[config.mk]
export PLATFORM = sky130hd
export DESIGN_NAME = dbg2w_slave
export DESIGN_NICKNAME = d
export VERILOG_FILES = /design/src/rtl/dbg2w_pkg.sv /design/src/rtl/dbg2w_sync.sv /design/src/rtl/dbg2w_edge.sv /design/src/rtl/dbg2w_engine.sv /design/src/rtl/dbg2w_slave.sv
export SDC_FILE = /design/constraint.sdc
export NUM_CORES = 1
export LEC_CHECK = 0
export CELL_PAD_IN_SITES_DETAIL_PLACEMENT = 2
export CELL_PAD_IN_SITES_GLOBAL_PLACEMENT = 2
export CORE_UTILIZATION = 35
export DETAILED_ROUTE_END_ITERATION = 8
export DONT_BUFFER_PORTS = 1
export PLACE_DENSITY_LB_ADDON = 0.1
export SLEW_MARGIN = 40
export SYNTH_ARGS = -nofsm -noshare
export SYNTH_HDL_FRONTEND = slang
export SYNTH_SLANG_ARGS = --single-unit
[constraint.sdc]
create_clock -name clk -period 1.7 [get_ports clk]
set_clock_uncertainty 0.05 [all_clocks]
set_input_delay 0.17 -clock clk [delete_from_list [all_inputs] [get_ports clk]]
set_output_delay 0.17 -clock clk [all_outputs]
set_load 0.01 [all_outputs]
[src/rtl/dbg2w_pkg.sv]
package dbg2w_pkg;

    parameter int DBG_ADDR_W = 7;
    parameter int DBG_DATA_W = 8;

    typedef enum logic [1:0] {
        PH_IDLE,
        PH_ADDR,
        PH_WRITE,
        PH_READ
    } phase_e;

    typedef struct packed {
        logic rise;
        logic fall;
        logic start;
    } line_ev_t;

endpackage

[src/rtl/dbg2w_sync.sv]
module dbg2w_sync #(
    parameter int WIDTH  = 2,
    parameter int STAGES = 2
) (
    input  logic             clk,
    input  logic             rst,
    input  logic [WIDTH-1:0] d,
    output logic [WIDTH-1:0] q
);

    for (genvar b = 0; b < WIDTH; b++) begin : g_bit
        logic [STAGES-1:0] chain_d, chain_q;

        always_comb begin
            chain_d = {chain_q[STAGES-2:0], d[b]};
        end

        always_ff @(posedge clk) begin
            if (rst) chain_q <= '1;
            else     chain_q <= chain_d;
        end

        assign q[b] = chain_q[STAGES-1];
    end

endmodule

[src/rtl/dbg2w_edge.sv]
module dbg2w_edge
    import dbg2w_pkg::*;
(
    input  logic     clk,
    input  logic     rst,
    input  logic     scl_s,
    input  logic     sda_s,
    output line_ev_t ev
);

    logic [1:0] prev_d, prev_q;

    always_comb begin
        prev_d   = {scl_s, sda_s};
        ev.rise  = scl_s & ~prev_q[1];
        ev.fall  = ~scl_s & prev_q[1];
        ev.start = scl_s & prev_q[1] & prev_q[0] & ~sda_s;
    end

    always_ff @(posedge clk) begin
        if (rst) prev_q <= 2'b11;
        else     prev_q <= prev_d;
    end

endmodule

[src/rtl/dbg2w_engine.sv]
module dbg2w_engine
    import dbg2w_pkg::*;
#(
    parameter int ADDR_W = DBG_ADDR_W,
    parameter int DATA_W = DBG_DATA_W
) (
    input  logic              clk,
    input  logic              rst,
    input  line_ev_t          ev,
    input  logic              sda_s,
    input  logic [DATA_W-1:0] rd_data,
    output logic [ADDR_W-1:0] reg_addr,
    output logic [DATA_W-1:0] reg_wdata,
    output logic              reg_wr,
    output logic              reg_rd,
    output logic              sdo,
    output logic              oe
);

    localparam int CNT_W = $clog2(DATA_W + 1);
    localparam logic [CNT_W-1:0] LAST = CNT_W'(DATA_W);

    typedef struct packed {
        phase_e            phase;
        logic [CNT_W-1:0]  cnt;
        logic [DATA_W-1:0] shift;
        logic [ADDR_W-1:0] addr;
        logic [DATA_W-1:0] tx;
        logic              oe;
        logic              sdo;
    } st_t;

    st_t st_d, st_q;
    logic [ADDR_W-1:0] addr_field;

    always_comb begin
        st_d       = st_q;
        reg_wr     = 1'b0;
        reg_rd     = 1'b0;
        reg_addr   = st_q.addr;
        reg_wdata  = st_q.shift;
        addr_field = st_q.shift[DATA_W-1 -: ADDR_W];

        if (ev.start) begin
            st_d.phase = PH_ADDR;
            st_d.cnt   = '0;
            st_d.oe    = 1'b0;
            st_d.sdo   = 1'b1;
        end else begin
            unique case (st_q.phase)
                PH_ADDR, PH_WRITE: begin
                    if (ev.rise) begin
                        if (st_q.cnt != LAST) begin
                            st_d.shift = {st_q.shift[DATA_W-2:0], sda_s};
                            st_d.cnt   = st_q.cnt + CNT_W'(1);
                        end else begin
                            st_d.cnt = '0;
                            if (st_q.phase == PH_ADDR) begin
                                if (st_q.shift[0]) begin
                                    reg_rd     = 1'b1;
                                    reg_addr   = addr_field;
                                    st_d.tx    = rd_data;
                                    st_d.addr  = addr_field + ADDR_W'(1);
                                    st_d.phase = PH_READ;
                                end else begin
                                    st_d.addr  = addr_field;
                                    st_d.phase = PH_WRITE;
                                end
                            end else begin
                                reg_wr    = 1'b1;
                                st_d.addr = st_q.addr + ADDR_W'(1);
                            end
                        end
                    end
                end
                PH_READ: begin
                    if (ev.fall) begin
                        if (st_q.cnt != LAST) begin
                            st_d.oe  = 1'b1;
                            st_d.sdo = st_q.tx[DATA_W-1];
                            st_d.tx  = {st_q.tx[DATA_W-2:0], 1'b0};
                        end else begin
                            st_d.oe  = 1'b0;
                            st_d.sdo = 1'b1;
                        end
                    end
                    if (ev.rise) begin
                        if (st_q.cnt != LAST) begin
                            st_d.cnt = st_q.cnt + CNT_W'(1);
                        end else begin
                            st_d.cnt  = '0;
                            reg_rd    = 1'b1;
                            st_d.tx   = rd_data;
                            st_d.addr = st_q.addr + ADDR_W'(1);
                        end
                    end
                end
                default: ;
            endcase
        end
    end

    always_ff @(posedge clk) begin
        if (rst) begin
            st_q       <= '0;
            st_q.phase <= PH_IDLE;
            st_q.sdo   <= 1'b1;
        end else begin
            st_q <= st_d;
        end
    end

    assign sdo = st_q.sdo;
    assign oe  = st_q.oe;

endmodule

[src/rtl/dbg2w_slave.sv]
module dbg2w_slave
    import dbg2w_pkg::*;
#(
    parameter int ADDR_W      = DBG_ADDR_W,
    parameter int DATA_W      = DBG_DATA_W,
    parameter int SYNC_STAGES = 2
) (
    input  logic              clk,
    input  logic              rst,
    input  logic              scl_i,
    input  logic              sda_i,
    output logic              sda_o,
    output logic              sda_oe,
    output logic [ADDR_W-1:0] reg_addr,
    output logic [DATA_W-1:0] reg_wdata,
    output logic              reg_wr_en,
    output logic              reg_rd_en,
    input  logic [DATA_W-1:0] reg_rdata
);

    logic [1:0] lines_raw, lines_sync;
    logic       scl_sync, sda_sync;
    line_ev_t   ev;

    assign lines_raw = {scl_i, sda_i};

    dbg2w_sync #(.WIDTH(2), .STAGES(SYNC_STAGES)) u_sync (
        .clk (clk),
        .rst (rst),
        .d   (lines_raw),
        .q   (lines_sync)
    );

    assign scl_sync = lines_sync[1];
    assign sda_sync = lines_sync[0];

    dbg2w_edge u_edge (
        .clk   (clk),
        .rst   (rst),
        .scl_s (scl_sync),
        .sda_s (sda_sync),
        .ev    (ev)
    );

    dbg2w_engine #(.ADDR_W(ADDR_W), .DATA_W(DATA_W)) u_engine (
        .clk       (clk),
        .rst       (rst),
        .ev        (ev),
        .sda_s     (sda_sync),
        .rd_data   (reg_rdata),
        .reg_addr  (reg_addr),
        .reg_wdata (reg_wdata),
        .reg_wr    (reg_wr_en),
        .reg_rd    (reg_rd_en),
        .sdo       (sda_o),
        .oe        (sda_oe)
    );

endmodule

==> qor.tcl <==
set qor(violations) {negative setup slack}
set qor(tritoncts) {yes}
set qor(drt_pass1_iterations) 4
set qor(finalSetupViolCount) 37
set qor(timing.hold.ws_ns) 0.0428
set qor(slew_violations) 0
set qor(clkLatencyLatePin_ns) 0.30
set qor(fraction_of_synthesis_flops_using_an_asynchronous_set_or_reset_pin) 0
set qor(first_iter_violations) 113
set qor(final_core_utilization) 0.522
set qor(vdd.ir_drop.worst_mv) 0.413
set qor(yosysTopAreaCellShare) 0.345
set qor(placementRows) 28
set qor(dominant_combinational_cell_family_by_area_after_synthesis) {simple AND/OR/NAND/NOR gates}
set qor(die_width_um) 80.3
set qor(reg2reg_setup_slack_ns) -0.34
set qor(grt_start_max_net_pins) 27
set qor(worst_r2r_path_depth) 10
set qor(cp-end-kind) {output pin}
set qor(timing.rr.start) {u_engine.st_q[30]$_SDFFE_PP0P_}
set qor(synth-seq-area-share) 0.345
set qor(synthesis.area_um2) 2150
set qor(maxCapViolCount) 0
set qor(grt_setup_unrepaired) {yes}
set qor(hpwlAfterDp_um) 4840
set qor(grt_total_usage) 0.235
set qor(synth-warning-count) 0
set qor(clockBufferDepth) 2
set qor(synth_simple_gate_area_share) 0.203
set qor(grt_pass1_wl_um) 11100
set qor(worst_slew_margin_relative_to_its_limit) 0.621
set qor(place_congestion) 0.881
set qor(dieArea_um2) 6450
set qor(via_count_of_the_first_global_routing_pass) 2049
set qor(synth_compound_area_frac) 0.194
set qor(chip_height_um) 80.3
set qor(wl_um) 8980
set qor(rr_endpoint) {u_engine.st_q[8]$_SDFFE_PP0P_}
set qor(via_count) 2059
set qor(worstSetupStartpointType) {register}
set qor(synth_cell_types) 54
set qor(ys_seq_elements) 37
set qor(drc) 0
set qor(syn_avg_cell_area_um2) 8.98
set qor(ys.flop_type) {sky130_fd_sc_hd__dfxtp_1}
set qor(setup_slack_ns) -0.360
set qor(power_density_nw_per_um2) 638
set qor(syn-instance-count) 239
set qor(cell_types_with_the_largest_area_share_after_synthesis) {sky130_fd_sc_hd__dfxtp_1 (35%), sky130_fd_sc_hd__ha_1 (4.7%), sky130_fd_sc_hd__mux2i_1 (4.2%)}
set qor(num_antenna_cells) 0
set qor(post_drt_via_cell_ratio) 5.77
set qor(worst-endpoint-required_ns) 1.48
set qor(path_clk_slew_ns) 0.08
set qor(post_dp_cell_area_um2) 2380
set qor(peak_fanout_along_the_critical_path) 6
set qor(top_level_ports) 31
set qor(timing_hold_violations_final) 0
set qor(status) {finished, violations left}
set qor(synth.largest_area_cell) {sky130_fd_sc_hd__dfxtp_1}
set qor(max_slew.worst_pin.slew_ns) 0.569
set qor(hold_path.startpoint) {reg_rdata[7]}
set qor(ant_nets) 0
set qor(post_route_cells_drive_above_1_share) 0.468
set qor(place_ws_ns) -0.236
set qor(cts_made_buffers) 5
set qor(power_leakage_nw) 1.20
set qor(clk_root_buffer_cell) {sky130_fd_sc_hd__clkbuf_8}
set qor(fillerInstances) 609
set qor(initial_antenna_violation_count) 1
set qor(initial_core_util) 0.362
set qor(floorplan.core_area_um2) 5920
set qor(drt-wirelength-per-cell_um) 25.1
set qor(flow.area_growth_from_synthesis_pct) 43.9
set qor(post_synth_fa_ha_maj_area_fraction) 0.0466
set qor(muxShareOfSynthArea) 0.0945
set qor(layout_min_cycle_time_ns) 2.06
set qor(postSynthNetCount) 259
set qor(min_delay_path_depth) 2
set qor(portBuffers) 0
set qor(final_non_filler_cell_area_um2) 3090
set qor(layout_worst_path_cycle_share) 1.21
set qor(holdCritPathClass) {in2reg}
set qor(synth_xor_xnor_area_share) 0.0449
set qor(timing_worst_setup_path_type) {reg2out}
set qor(hold_end) {u_engine.st_q[9]$_SDFFE_PP0P_}
set qor(grt_remaining_overflow) 0
set qor(cts-htree-levels) 2
set qor(synth_enable_flop_cells) 0
set qor(top_achievable_clock_speed_mhz) 486
set qor(critical_path_arrival_ns) 1.84
set qor(finish.net_count) 301
set qor(cts.sinks) 37
## Yosys cell counts (2+ instances only)
cell type,instances
sky130_fd_sc_hd__nor2_1,19
sky130_fd_sc_hd__clkbuf_1,5
sky130_fd_sc_hd__dfxtp_1,37
sky130_fd_sc_hd__xnor2_1,9
sky130_fd_sc_hd__and3b_1,2
sky130_fd_sc_hd__ha_1,8
sky130_fd_sc_hd__nor2_2,2
sky130_fd_sc_hd__a32oi_1,7
sky130_fd_sc_hd__mux2i_1,9
sky130_fd_sc_hd__o211ai_1,2
sky130_fd_sc_hd__nand2b_1,2
sky130_fd_sc_hd__a21o_1,6
sky130_fd_sc_hd__buf_2,6
sky130_fd_sc_hd__nor2b_1,2
sky130_fd_sc_hd__nand2_1,16
sky130_fd_sc_hd__a21oi_4,2
sky130_fd_sc_hd__mux2_1,7
sky130_fd_sc_hd__or2_2,6
sky130_fd_sc_hd__o22ai_1,2
sky130_fd_sc_hd__inv_1,8
sky130_fd_sc_hd__xor2_1,2
sky130_fd_sc_hd__o32a_1,2
sky130_fd_sc_hd__buf_4,8
sky130_fd_sc_hd__nand4_1,3
sky130_fd_sc_hd__a21oi_1,13
sky130_fd_sc_hd__nor3_1,7
sky130_fd_sc_hd__and3_1,4
sky130_fd_sc_hd__nand3_1,5
sky130_fd_sc_hd__o21ai_1,5
sky130_fd_sc_hd__o21ai_0,3
sky130_fd_sc_hd__a211oi_1,7
## final cells by class
class,instances,area [µm²],share of cell area
clock buffer,5,68.8,0.0223
multi-input combinational,173,1570,0.509
inverter,9,36.3,0.0118
timing repair buffer,55,510,0.165
tap,75,93.8,0.0304
sequential,37,743,0.241
clock inverter,3,65.1,0.0211
## placed cells by master (no fill, tap or decap), types with 7 or more instances in the layout
| cell | synthesis | layout |
|---|---|---|
| sky130_fd_sc_hd__nand2_1 | 16 | 11 |
| sky130_fd_sc_hd__mux2i_1 | 9 | 9 |
| sky130_fd_sc_hd__a32oi_1 | 7 | 7 |
| sky130_fd_sc_hd__a211oi_2 | 1 | 7 |
| sky130_fd_sc_hd__dfxtp_1 | 37 | 35 |
| sky130_fd_sc_hd__buf_6 | 1 | 12 |
| sky130_fd_sc_hd__buf_4 | 8 | 36 |
| sky130_fd_sc_hd__xnor2_1 | 9 | 8 |
| sky130_fd_sc_hd__nor2_1 | 19 | 18 |
| sky130_fd_sc_hd__a21oi_1 | 13 | 9 |
## layer usage
metal	up-vias	routed length, µm	global-route usage
li1	934	-	-
met1	1051	3960	0.287
met2	48	4400	0.412
met3	24	275	0.0477
met4	2	322	0.0679
met5	-	13	0
## stage by stage
| step | TNS (ns) | instances | power, W |
|---|---|---|---|
| 2_1_floorplan | 0 | 239 | 0.000961 |
| 3_3_place_gp | -1.24 | 323 | 0.000983 |
| 3_5_place_dp | -4.37 | 323 | 0.000989 |
| 4_1_cts | -3.93 | 345 | 0.00194 |
| 5_1_grt | -9.97 | 357 | 0.00204 |
| 6_report | -7.81 | 357 | 0.00197 |
## worst max path at each step
stage / startpoint / slack (ns) / end / depth (start not counted)
floorplan: u_engine.st_q[30]$_SDFFE_PP0P_ / 0.02 / u_engine.st_q[2]$_SDFFE_PP0P_ / 8
global placement: u_engine.st_q[29]$_SDFFE_PP0P_ / -0.11 / u_engine.st_q[8]$_SDFFE_PP0P_ / 7
detailed placement: u_engine.st_q[29]$_SDFFE_PP0P_ / -0.24 / u_engine.st_q[3]$_SDFFE_PP0P_ / 7
CTS: u_engine.st_q[29]$_SDFFE_PP0P_ / -0.27 / reg_addr[2] / 5
global route: u_engine.st_q[30]$_SDFFE_PP0P_ / -0.41 / reg_rd_en / 7
finish: u_engine.st_q[30]$_SDFFE_PP0P_ / -0.36 / reg_rd_en / 7
## cells by family after synthesis
logic type,after synthesis
adder cells (fa/ha/maj),8
AND/OR/NAND/NOR,79
AO/OA/AOI/OAI,57
flip-flops,37
multiplexers,18
buffers and inverters,29
XOR/XNOR,11
## registers in the layout (all words and copies together), names as in the netlist
name,flops
u_engine.reg_wdata,8
u_engine.st_q,21
u_sync.g_bit.chain_q,4
u_engine.sdo,1
u_edge.prev_q,2
u_engine.oe,1
## where the power goes
part | internal [W] | switching, W | total, W
registers | 0.000873 | 0.00000514 | 0.000878
clock network | 0.000583 | 0.000351 | 0.000934
logic | 0.0000660 | 0.0000927 | 0.000159
total | 0.00152 | 0.000448 | 0.00197
## repair_timing
action	CTS	global route
gates resized for setup	26	54
hold buffers	3	0
buffers inserted	12	12
cloned	0	1
hold endpoints to repair	26	0
endpoints found under the setup margin	36	35
pin swaps	11	36
## critical path, cell delays in order (launching register included)
cell and delay [ns]:
sky130_fd_sc_hd__dfxtp_2 0.34, sky130_fd_sc_hd__buf_4 0.13, sky130_fd_sc_hd__buf_6 0.12, sky130_fd_sc_hd__buf_4 0.13, sky130_fd_sc_hd__ha_4 0.20, sky130_fd_sc_hd__a21oi_1 0.41
sky130_fd_sc_hd__nor3_4 0.07, sky130_fd_sc_hd__buf_6 0.14
Power figures use the tool's default switching activity.
